--- src/rtl/tfg_pkg.sv ---
`timescale 1ns/1ps
package tfg_pkg;

   // Adjustment applied to the high phase of one data-clock bit
   typedef enum logic [1:0] {
      ADJ_NONE  = 2'd0,
      ADJ_SHORT = 2'd1,
      ADJ_LONG  = 2'd2
   } adj_e;

   // Widest transfer window over both layouts, in bits
   localparam int unsigned SLOT_SPAN = 20;

   // Transmit slots: 8-bit layout B1,B2,D packed; 10-bit layout B1,D,F,B2,D,F
   function automatic logic slot_on(input logic fmt10, input int b);
      if (fmt10) return (b >= 0 && b <= 8) || (b >= 10 && b <= 18);
      return b >= 0 && b <= 17;
   endfunction

endpackage

--- src/rtl/tfg_slip.sv ---
`timescale 1ns/1ps
module tfg_slip
   import tfg_pkg::*;
#(
   parameter int unsigned SLIP_FRAMES = 2
) (
   input  logic clk,
   input  logic rst_n,
   input  logic adj_req,
   input  logic adj_dir,
   input  logic take,
   output logic pending,
   output adj_e kind
);
   localparam int unsigned CNT_W = $clog2(SLIP_FRAMES + 1);

   logic [CNT_W-1:0] left_q;

   always_ff @(posedge clk) begin
      if (!rst_n) begin
         pending <= 1'b0;
         left_q  <= '0;
         kind    <= ADJ_NONE;
      end else if (take) begin
         left_q <= left_q - CNT_W'(1);
         if (left_q == CNT_W'(1)) begin
            pending <= 1'b0;
            kind    <= ADJ_NONE;
         end
      end else if (adj_req && !pending) begin
         pending <= 1'b1;
         left_q  <= CNT_W'(SLIP_FRAMES);
         kind    <= adj_dir ? ADJ_SHORT : ADJ_LONG;
      end
   end

   assert_busy_req_dropped_R9: assert property (@(posedge clk) disable iff (!rst_n)
      (pending && adj_req && !take) |=> (pending && $stable(kind)));

   assert_pending_from_req_R7: assert property (@(posedge clk) disable iff (!rst_n)
      $rose(pending) |-> $past(adj_req));

   assert_take_needs_pending_R10: assert property (@(posedge clk) disable iff (!rst_n)
      take |-> pending);

endmodule

--- src/rtl/tfg_bitclk.sv ---
`timescale 1ns/1ps
module tfg_bitclk
   import tfg_pkg::*;
#(
   parameter int unsigned PH_W = 6
) (
   input  logic            clk,
   input  logic            rst_n,
   input  logic [PH_W-1:0] div,
   input  adj_e            next_adj,
   output logic            dclk,
   output logic            bit_end,
   output adj_e            cur_adj
);
   logic            live_q;
   logic [PH_W-1:0] ph_q;
   logic [PH_W-1:0] half, hi_len, bit_len;
   adj_e            adj_q;

   always_comb begin
      half = div >> 1;
      case (adj_q)
         ADJ_SHORT: begin
            hi_len  = half - PH_W'(1);
            bit_len = div - PH_W'(1);
         end
         ADJ_LONG: begin
            hi_len  = half + PH_W'(1);
            bit_len = div + PH_W'(1);
         end
         default: begin
            hi_len  = half;
            bit_len = div;
         end
      endcase
   end

   assign bit_end = !live_q || (ph_q == bit_len - PH_W'(1));
   assign dclk    = live_q && (ph_q < hi_len);
   assign cur_adj = adj_q;

   always_ff @(posedge clk) begin
      if (!rst_n) begin
         live_q <= 1'b0;
         ph_q   <= '0;
         adj_q  <= ADJ_NONE;
      end else if (bit_end) begin
         live_q <= 1'b1;
         ph_q   <= '0;
         adj_q  <= next_adj;
      end else begin
         ph_q <= ph_q + PH_W'(1);
      end
   end

   assert_bit_ends_low_R2: assert property (@(posedge clk) disable iff (!rst_n)
      (live_q && bit_end) |-> !dclk);

   assert_bit_starts_high_R2: assert property (@(posedge clk) disable iff (!rst_n)
      (live_q && $past(bit_end)) |-> dclk);

endmodule

--- src/rtl/tfg_framer.sv ---
`timescale 1ns/1ps
module tfg_framer
   import tfg_pkg::*;
#(
   parameter int unsigned FRAME_REF = 2560,
   parameter int unsigned DIV_SLOW  = 40,
   parameter int unsigned DIV_MID   = 10,
   parameter int unsigned DIV_FAST  = 8,
   parameter int unsigned SYNC_BITS = 8,
   parameter int unsigned SLIP_BIT  = 20,
   parameter int unsigned PH_W      = 6,
   parameter int unsigned BIT_W     = 9
) (
   input  logic             clk,
   input  logic             rst_n,
   input  logic [1:0]       rate_sel,
   input  logic             fmt10,
   input  logic             bit_end,
   input  logic             dclk,
   output logic [PH_W-1:0]  div,
   output logic [BIT_W-1:0] bit_idx,
   output logic             slip_next,
   output logic             fsync,
   output logic             tsen_n
);
   localparam logic [BIT_W-1:0] LAST_SLOW = BIT_W'(FRAME_REF / DIV_SLOW - 1);
   localparam logic [BIT_W-1:0] LAST_MID  = BIT_W'(FRAME_REF / DIV_MID - 1);
   localparam logic [BIT_W-1:0] LAST_FAST = BIT_W'(FRAME_REF / DIV_FAST - 1);

   function automatic logic [BIT_W-1:0] last_of(input logic [1:0] r);
      case (r)
         2'd0:    return LAST_SLOW;
         2'd1:    return LAST_MID;
         default: return LAST_FAST;
      endcase
   endfunction

   logic [1:0]       rate_q;
   logic             fmt_q;
   logic [BIT_W-1:0] idx_q, nxt;
   logic             wrap, on_now, on_next;

   always_comb begin
      case (rate_q)
         2'd0:    div = PH_W'(DIV_SLOW);
         2'd1:    div = PH_W'(DIV_MID);
         default: div = PH_W'(DIV_FAST);
      endcase
      wrap    = (idx_q == last_of(rate_q));
      nxt     = wrap ? '0 : idx_q + BIT_W'(1);
      on_now  = slot_on(fmt_q, int'(idx_q));
      on_next = slot_on(fmt_q, int'(idx_q) + 1);
   end

   assign slip_next = bit_end && (nxt == BIT_W'(SLIP_BIT));
   assign fsync     = idx_q < BIT_W'(SYNC_BITS);
   assign tsen_n    = !(on_now && (dclk || on_next));
   assign bit_idx   = idx_q;

   always_ff @(posedge clk) begin
      if (!rst_n) begin
         rate_q <= rate_sel;
         fmt_q  <= fmt10;
         idx_q  <= last_of(rate_sel);
      end else if (bit_end) begin
         idx_q <= nxt;
         if (wrap) begin
            rate_q <= rate_sel;
            fmt_q  <= fmt10;
         end
      end
   end

   assert_strobe_in_window_R5: assert property (@(posedge clk) disable iff (!rst_n)
      !tsen_n |-> (idx_q < BIT_W'(SLOT_SPAN)));

   assert_sync_rise_R4: assert property (@(posedge clk) disable iff (!rst_n)
      $rose(fsync) |-> (idx_q == '0) && $past(bit_end));

   assert_sync_fall_R4: assert property (@(posedge clk) disable iff (!rst_n)
      $fell(fsync) |-> (idx_q == BIT_W'(SYNC_BITS)) && $past(bit_end));

   assert_framing_bit_idle_R6: assert property (@(posedge clk) disable iff (!rst_n)
      (fmt_q && (idx_q == BIT_W'(9))) |-> tsen_n);

endmodule

--- src/rtl/tdm_frame_timer.sv ---
`timescale 1ns/1ps
module tdm_frame_timer
   import tfg_pkg::*;
#(
   parameter int unsigned FRAME_REF   = 2560,
   parameter int unsigned DIV_SLOW    = 40,
   parameter int unsigned DIV_MID     = 10,
   parameter int unsigned DIV_FAST    = 8,
   parameter int unsigned SYNC_BITS   = 8,
   parameter int unsigned SLIP_BIT    = 20,
   parameter int unsigned SLIP_FRAMES = 2
) (
   input  logic       clk,
   input  logic       rst_n,
   input  logic [1:0] rate_sel,
   input  logic       fmt10,
   input  logic       adj_req,
   input  logic       adj_dir,
   output logic       dclk,
   output logic       fsync,
   output logic       tsen_n
);
   localparam int unsigned PH_W     = $clog2(DIV_SLOW + 2);
   localparam int unsigned MAX_BITS = FRAME_REF / DIV_FAST;
   localparam int unsigned MIN_BITS = FRAME_REF / DIV_SLOW;
   localparam int unsigned BIT_W    = $clog2(MAX_BITS);

   // Elaboration-time parameter checks
   if ((DIV_SLOW % 2) != 0 || (DIV_MID % 2) != 0 || (DIV_FAST % 2) != 0) begin : g_odd_div
      $error("divide ratios must be even");
   end
   if (DIV_FAST < 4 || DIV_MID < DIV_FAST || DIV_SLOW < DIV_MID) begin : g_div_order
      $error("divide ratios must be ordered and at least 4");
   end
   if ((FRAME_REF % DIV_SLOW) != 0 || (FRAME_REF % DIV_MID) != 0 ||
       (FRAME_REF % DIV_FAST) != 0) begin : g_frame_fit
      $error("frame length must be a whole number of bits at every rate");
   end
   if (SLIP_BIT < SLOT_SPAN || SLIP_BIT >= MIN_BITS) begin : g_slip_pos
      $error("slip bit must lie after the transfer window and inside the frame");
   end
   if (SYNC_BITS == 0 || SYNC_BITS >= MIN_BITS || SLIP_FRAMES == 0) begin : g_misc
      $error("sync width or slip count out of range");
   end

   logic [PH_W-1:0]  div;
   logic [BIT_W-1:0] bit_idx;
   logic             bit_end, slip_next, pending, take;
   adj_e             kind, next_adj, cur_adj;

   assign take     = slip_next && pending;
   assign next_adj = take ? kind : ADJ_NONE;

   tfg_slip #(.SLIP_FRAMES(SLIP_FRAMES)) u_slip (
      .clk(clk), .rst_n(rst_n), .adj_req(adj_req), .adj_dir(adj_dir),
      .take(take), .pending(pending), .kind(kind)
   );

   tfg_bitclk #(.PH_W(PH_W)) u_bitclk (
      .clk(clk), .rst_n(rst_n), .div(div), .next_adj(next_adj),
      .dclk(dclk), .bit_end(bit_end), .cur_adj(cur_adj)
   );

   tfg_framer #(
      .FRAME_REF(FRAME_REF), .DIV_SLOW(DIV_SLOW), .DIV_MID(DIV_MID),
      .DIV_FAST(DIV_FAST), .SYNC_BITS(SYNC_BITS), .SLIP_BIT(SLIP_BIT),
      .PH_W(PH_W), .BIT_W(BIT_W)
   ) u_framer (
      .clk(clk), .rst_n(rst_n), .rate_sel(rate_sel), .fmt10(fmt10),
      .bit_end(bit_end), .dclk(dclk), .div(div), .bit_idx(bit_idx),
      .slip_next(slip_next), .fsync(fsync), .tsen_n(tsen_n)
   );

   assert_slip_outside_window_R8: assert property (@(posedge clk) disable iff (!rst_n)
      (cur_adj != ADJ_NONE) |-> (bit_idx == BIT_W'(SLIP_BIT)));

   assert_no_strobe_on_slip_R8: assert property (@(posedge clk) disable iff (!rst_n)
      (cur_adj != ADJ_NONE) |-> tsen_n);

endmodule

--- config.mk ---
export PLATFORM = sky130hd
export DESIGN_NAME = tdm_frame_timer
export DESIGN_NICKNAME = d
export VERILOG_FILES = /design/src/rtl/tfg_pkg.sv /design/src/rtl/tfg_slip.sv /design/src/rtl/tfg_bitclk.sv /design/src/rtl/tfg_framer.sv /design/src/rtl/tdm_frame_timer.sv
export SDC_FILE = /design/constraint.sdc
export NUM_CORES = 1
export LEC_CHECK = 0
export BUFFER_PORTS_ARGS = -buffer_cell sky130_fd_sc_hd__buf_2
export CAP_MARGIN = 20
export CORE_MARGIN = 2
export CORE_UTILIZATION = 50
export DETAILED_ROUTE_END_ITERATION = 6
export GPL_ROUTABILITY_DRIVEN = 0
export GPL_TIMING_DRIVEN = 1
export HOLD_SLACK_MARGIN = 0.05
export PLACE_DENSITY = 0.65
export SKIP_LAST_GASP = 1
export SLEW_MARGIN = 20
export SYNTH_ARGS = -nofsm -noshare
export SYNTH_HDL_FRONTEND = slang
export SYNTH_SLANG_ARGS = --single-unit
--- constraint.sdc ---
create_clock -name clk -period 4.59 [get_ports clk]
set_clock_uncertainty 0.15 [all_clocks]
set_input_delay 1.1475 -clock clk [delete_from_list [all_inputs] [get_ports clk]]
set_output_delay 1.1475 -clock clk [all_outputs]
set_load 0.05 [all_outputs]
==> results of run 1 <==
==> worst max-delay path, cell delays in order, from the launching register on <==
cell and delay, ps:
dfxtp_1 330, inv_1 100, ha_2 200, inv_1 60, ha_1 290, or2_2 310
ha_1 290, a21o_1 160, a211o_1 280, a21o_1 190, a21oi_2 210, o221ai_1 150
buf_4 220
==> worst paths after layout <==
check	startpoint	endpoint	slack, ps
worst max-delay path	u_bitclk.cur_adj[0]$_SDFFE_PN0P_	tsen_n	170
worst min-delay path	u_bitclk.cur_adj[1]$_SDFFE_PN0P_	u_bitclk.cur_adj[1]$_SDFFE_PN0P_	360
worst max register to register	u_bitclk.cur_adj[0]$_SDFFE_PN0P_	u_slip.left_q[1]$_SDFFE_PN0P_	1260
worst min register to register	u_bitclk.cur_adj[1]$_SDFFE_PN0P_	u_bitclk.cur_adj[1]$_SDFFE_PN0P_	360
==> registers in the layout (all words and copies together) (netlist names) <==
name	flops
u_framer.bit_idx	9
u_bitclk.ph_q	6
u_bitclk.cur_adj	2
u_framer.rate_q	2
u_slip.kind	2
u_slip.left_q	2
u_bitclk.live_q	1
u_framer.fmt_q	1
u_slip.pending	1
==> layer usage <==
metal / part of all wire / GRT usage
met1: 0.47 / 0.277
met2: 0.47 / 0.338
met3: 0.027 / 0.0232
met4: 0.029 / 0.0815
met5: 0 / 0
==> cell usage in the layout, fill, tap and decap left out, types with 6 or more instances in the layout <==
cell type  netlist  layout
nor2_1          15      15
dfxtp_1         14      14
nand3_1          6       6
xor2_1           8       8
xnor2_1          6       6
edfxtp_1        12      12
buf_2            0       8
inv_1           10      10
a21oi_1          9       8
nand2_1         14      14
ha_1            16      15
==> area by class of cell <==
class | instances | share of cell area
Clock buffer | 4 | 0.0249
Inverter | 10 | 0.0197
Timing Repair Buffer | 10 | 0.0288
Sequential cell | 26 | 0.336
Tap cell | 46 | 0.0301
Multi-Input combinational cell | 147 | 0.561
==> power groups by stage <==
stage                     sequential (uW)  combinational, uW  clock (uW)
after global placement                299                117           0
after detailed placement              301                121           0
final                                 296                125         139
after global routing                  303                140         159
after floorplan                       278                115           0
after CTS                             295                123         142
==> through the flow <==
| step | util | setup WS [ps] | total power, uW |
|---|---|---|---|
| final | 0.568 | 169 | 560 |
| after global routing | 0.568 | 23.8 | 601 |
| after CTS | 0.564 | 126 | 561 |
| after detailed placement | 0.548 | 384 | 422 |
| after global placement | 0.548 | 495 | 417 |
| after floorplan | - | 1.27 | 393 |
==> timing repair <==
item                                    in CTS  in global routing
hold endpoints to repair                     0                  0
endpoints found under the setup margin       1                  1
resized for setup                            0                  5
setup buffers                                1                  0
hold buffers                                 0                  0
gates cloned                                 0                  0
==> cell families (layout without fill, tap and decap cells) <==
logic type,Yosys count,count (layout),synth area share
buffers and inverters,21,24,0.0444
XOR/XNOR,14,14,0.0690
AND/OR/NAND/NOR,66,66,0.200
AO/OA/AOI/OAI,48,48,0.196
flip-flops,26,26,0.361
multiplexers,3,3,0.0176
adder cells (fa/ha/maj),16,16,0.113
==> impl_metrics.toml, run 1 <==
[outcome]
status = "finished, final reports clean"

[placed_design]
dp_hpwl_mm = 2.86
io_buffers = 9
placed_cells = 238
place_area_mm2 = 0.00184

[power]
leakagePower_uw = 0.000780
power.density_mw_per_mm2 = 293
vdd_drop_max_mv = 0.196
cell_internal_pwr_uw = 387
p_sw_frac = 0.309
p_sw_uw = 173
power_frac_comb = 0.223
pwr-share-seq = 0.529
power_frac_clock = 0.249

[yosys]
ys_dominant_reg_cell = "dfxtp_1"
synth_top_area_share = 0.203
async_reset_ff_frac = 0
yosysWarnings = 0
seq_area_frac_synth = 0.361
syn_inst = 194
synth.most_common_cell = "ha_1"
synth_common_cells = "ha_1, nor2_1, dfxtp_1, nand2_1, edfxtp_1"
syn-num-nets = 217
yosys_register_bits = 26
synthTopCellsByArea = "edfxtp_1, dfxtp_1, ha_1, xor2_1, nor2_1"
synth_cell_types = 51
synth-edff-count = 12
syn_avg_cell_area_um2 = 9.16
yosysTopAreaCell = "edfxtp_1"
synth_area_mm2 = 0.00178

[critical_path]
crit_type = "flip-flop to primary output"
required_ps = 3290
worstPathArrival_ps = 3120
crit_path_end_kind = "primary output"
rr_worst_depth = 9
critPathLaunchType = "flip-flop"
worst-path-max-fanout = 3

[timing]
rsz0062_at_grt = "no"
drv_slew = 0
min_period_ps = 4420
whs_ps = 358
max_freq_mhz = 226
finalSetupViolations = 0
finalCritPeriodShare = 0.963
tightest_slew_ps = 680
slew_headroom = 0.543
hold_viol_final = 0
setup-tns-final_ps = 0

[floorplanning]
die_h_um = 63.6
start_util = 0.528
core_area_mm2 = 0.00336
fp-row-count = 21
die_area_mm2 = 0.00405
die_x_um = 63.6
pin_count = 10

[flow_run]
maxCapViolCount = 0

[detailed_routing]
num_vias = 1427
final_antenna_net_count = 0
first_iter_violations = 79
wirelength_mm = 3.75
routedWlPerCell_um = 15.4
via_per_inst = 5.87
firstDrtPassIters = 4
remaining_drc_errors = 0

[finish]
antenna_cells = 0
register_area_um2 = 641
multi_input_comb_area_mm2 = 0.00107
area_growth_syn_to_layout_pct = 7.46
nNetsFinal = 221
drive_above_1_share = 0.122
fillers = 320
layoutNonFillerInstCount = 243
stdcell_area_mm2 = 0.00191

[clock_network]
clock-sinks = 26
numCtsBuffers = 3
clk_latency_ps = 330
clk_pin_slew_ps = 150
clockBufferDepth = 2
htree_levels = 1
ctsRootBufferMaster = "clkbuf_4"
cts_tree = "done"

[hold_path]
hold_depth = 2
hp-class = "flip-flop to flip-flop"

[grt]
grt_pass1_wl_mm = 6.64
grt_max_degree = 21
grt_overflow = 0
first_global_vias = 1416
grt_use_total = 0.206
antenna_found_initial = 0
Power figures use the tool's default switching activity.
==> run 2, diff against run 1 <==
--- a/config.mk
+++ b/config.mk
@@ -18,4 +18,5 @@
 export SLEW_MARGIN = 20
 export SYNTH_ARGS = -nofsm -noshare
 export SYNTH_HDL_FRONTEND = slang
+export SYNTH_HIERARCHICAL = 1
 export SYNTH_SLANG_ARGS = --single-unit
==> impl_metrics.toml, run 2 <==
[outcome]
status = "finished, final reports clean"

[yosys]
yosys_register_bits = 26
synth_cell_types = 53
synth.most_common_cell = "nand2_1"
yosysWarnings = 6
synth_common_cells = "nand2_1, ha_1, nor2_1, dfxtp_1, o21ai_0"
synth-edff-count = 12
syn_inst = 272
seq_area_frac_synth = 0.269
async_reset_ff_frac = 0
yosysTopAreaCell = "edfxtp_1"
syn_avg_cell_area_um2 = 8.74
synth_area_mm2 = 0.00238
ys_dominant_reg_cell = "dfxtp_1"
synthTopCellsByArea = "edfxtp_1, dfxtp_1, ha_1, xnor2_1, xor2_1"
synth_top_area_share = 0.151

[clock_network]
clk_latency_ps = 280
clock-sinks = 26
htree_levels = 1
cts_tree = "done"
clk_pin_slew_ps = 90
numCtsBuffers = 3
hold_buffers = 0
clockBufferDepth = 2
ctsRootBufferMaster = "clkbuf_8"

[finish]
area_growth_syn_to_layout_pct = 7.63
final_cell_mix = "nand2_1, nor2_1, ha_1, dfxtp_1"
fillers = 446
layout_commonest_cell = "nand2_1"
antenna_cells = 0
drive_above_1_share = 0.141
largest_reg_flops = 9
utilization = 0.549
nNetsFinal = 305
stdcell_area_mm2 = 0.00256

[critical_path]
worst-path-max-fanout = 4
required_ps = 3290
path_cells = "nor2b_4 -> inv_2 -> fa_1 -> mux2_4 -> ha_4 -> o21a_1 -> o21a_1 -> o21a_1 -> o21ai_1 -> nand2b_1 -> a211oi_4 -> and2_1 -> a31oi_2 -> buf_6"
crit_path_top_delay_cell = "fa_1"
critPathLaunchType = "flip-flop"
crit_top_cell = "o21a_1"
path_buf_inv = 2
crit_path_end_kind = "primary output"
critical_path.top_delay_family = "compound AO/OA/AOI/OAI gates"
slowest_delay_ps = 460
worstPathArrival_ps = 3150
crit_type = "flip-flop to primary output"

[detailed_routing]
wirelength_mm = 4.78
remaining_drc_errors = 0
firstDrtPassIters = 4
num_vias = 1895
final_antenna_net_count = 0
routedWlPerCell_um = 14.5
first_iter_violations = 86
via_per_inst = 5.74

[timing]
finalCritPeriodShare = 0.969
drv_slew = 0
finalSetupViolations = 0
hold_viol_final = 0
rsz0062_at_grt = "yes"
max_freq_mhz = 225
min_period_ps = 4450

[grt]
grt_pass1_wl_mm = 7.82
grt_max_degree = 23
grt_overflow = 0
antenna_found_initial = 0
first_global_vias = 1677
grt_use_total = 0.189

[floorplanning]
fp-row-count = 25
die_x_um = 73.0
start_util = 0.510
core_area_mm2 = 0.00466
die_h_um = 73.0
die_area_mm2 = 0.00532
pin_count = 10

[placed_design]
place_area_mm2 = 0.00244
io_buffers = 9
dp_hpwl_mm = 3.57

[power]
leakagePower_uw = 0.00101
power.density_mw_per_mm2 = 247
vdd_drop_max_mv = 0.144

[hold_path]
hp-class = "flip-flop to flip-flop"

[flow_run]
maxCapViolCount = 0
run 2: cell types whose count changed after synthesis, moves of 6 or more:
cell	delta
o21ai_0	+9
nand2_1	+10
clkbuf_1	-8
buf_4	+6
o21a_1	+7
xnor2_1	+7
run 2: final cells by class:
class | count | area, um^2 | share of cell area
inverter | 11 | 43.8 | 0.0171
multi-input combinational | 221 | 1660 | 0.650
tap | 54 | 67.6 | 0.0264
timing repair buffer | 14 | 88.8 | 0.0347
clock buffer | 4 | 55.1 | 0.0215
sequential | 26 | 641 | 0.250
run 2: stage by stage:
| step | total power (uW) | hold WS, ps | cells | setup TNS [ps] | setup slack (ps) |
|---|---|---|---|---|---|
| final | 631 | 334 | 330 | 0 | 142 |
| after global routing | 673 | 359 | 330 | -61.4 | -61.4 |
| after CTS | 630 | 335 | 329 | 0 | 15.3 |
| after detailed placement | 478 | 323 | 324 | 0 | 204 |
| after global placement | 476 | 307 | 324 | 0 | 244 |
| after floorplan | 447 | 288 | 274 | 0 | 22.1 |
run 2: what timing repair did:
| item | CTS | global route |
|---|---|---|
| setup buffers | 1 | 1 |
| gates resized for setup | 3 | 9 |
| setup endpoints to repair | 1 | 2 |
| pin swaps | 0 | 2 |
| cloned | 0 | 0 |
| hold endpoints to repair | 0 | 0 |
run 2: final timing paths:
kind / cells after the start / endpoint / slack [ps] / startpoint
worst max-delay path: 14 / tsen_n / 140 / u_framer/rate_q[1]$_DFFE_PP_
worst min register to register: 2 / u_bitclk/cur_adj[1]$_SDFFE_PN0P_ / 330 / u_bitclk/cur_adj[1]$_SDFFE_PN0P_
worst min-delay path: 2 / u_bitclk/cur_adj[1]$_SDFFE_PN0P_ / 330 / u_bitclk/cur_adj[1]$_SDFFE_PN0P_
worst max register to register: 16 / u_slip/kind[1]$_SDFFE_PN0P_ / 270 / u_framer/rate_q[0]$_DFFE_PP_
run 2: worst reg2reg max path, stage by stage, from the launching register on:
cell      delay [ps]
edfxtp_1         430
nor2b_4          160
buf_4            130
fa_1             430
a21oi_1          200
mux2_4           340
or3_1            360
or3_1            340
nand3_1          190
a31oi_4          130
inv_1            100
nand2_1           50
nor4_1           400
and2_1           330
nand2_1          120
and3_1           200
o21a_1           150
run 2: logic make-up after synthesis:
family | share of synthesized area
AO/OA/AOI/OAI | 0.156
XOR/XNOR | 0.0957
adder cells (fa/ha/maj) | 0.117
buffers and inverters | 0.0610
flip-flops | 0.269
multiplexers | 0.0331
other | 0.00316
AND/OR/NAND/NOR | 0.265
run 2: metal layers:
layer | track usage | up-vias | share of wire
met2 | 0.296 | 25 | 0.45
met4 | 0.0556 | 0 | 0.010
met3 | 0.0207 | 5 | 0.019
met5 | 0 | - | 0
met1 | 0.274 | 894 | 0.52
li1 | - | 971 | -
run 2: report_power, final:
part	switching (uW)	internal [uW]	total, uW
logic	96.8	83.1	180
registers	34.9	265	300
clock network	74.4	76.9	151
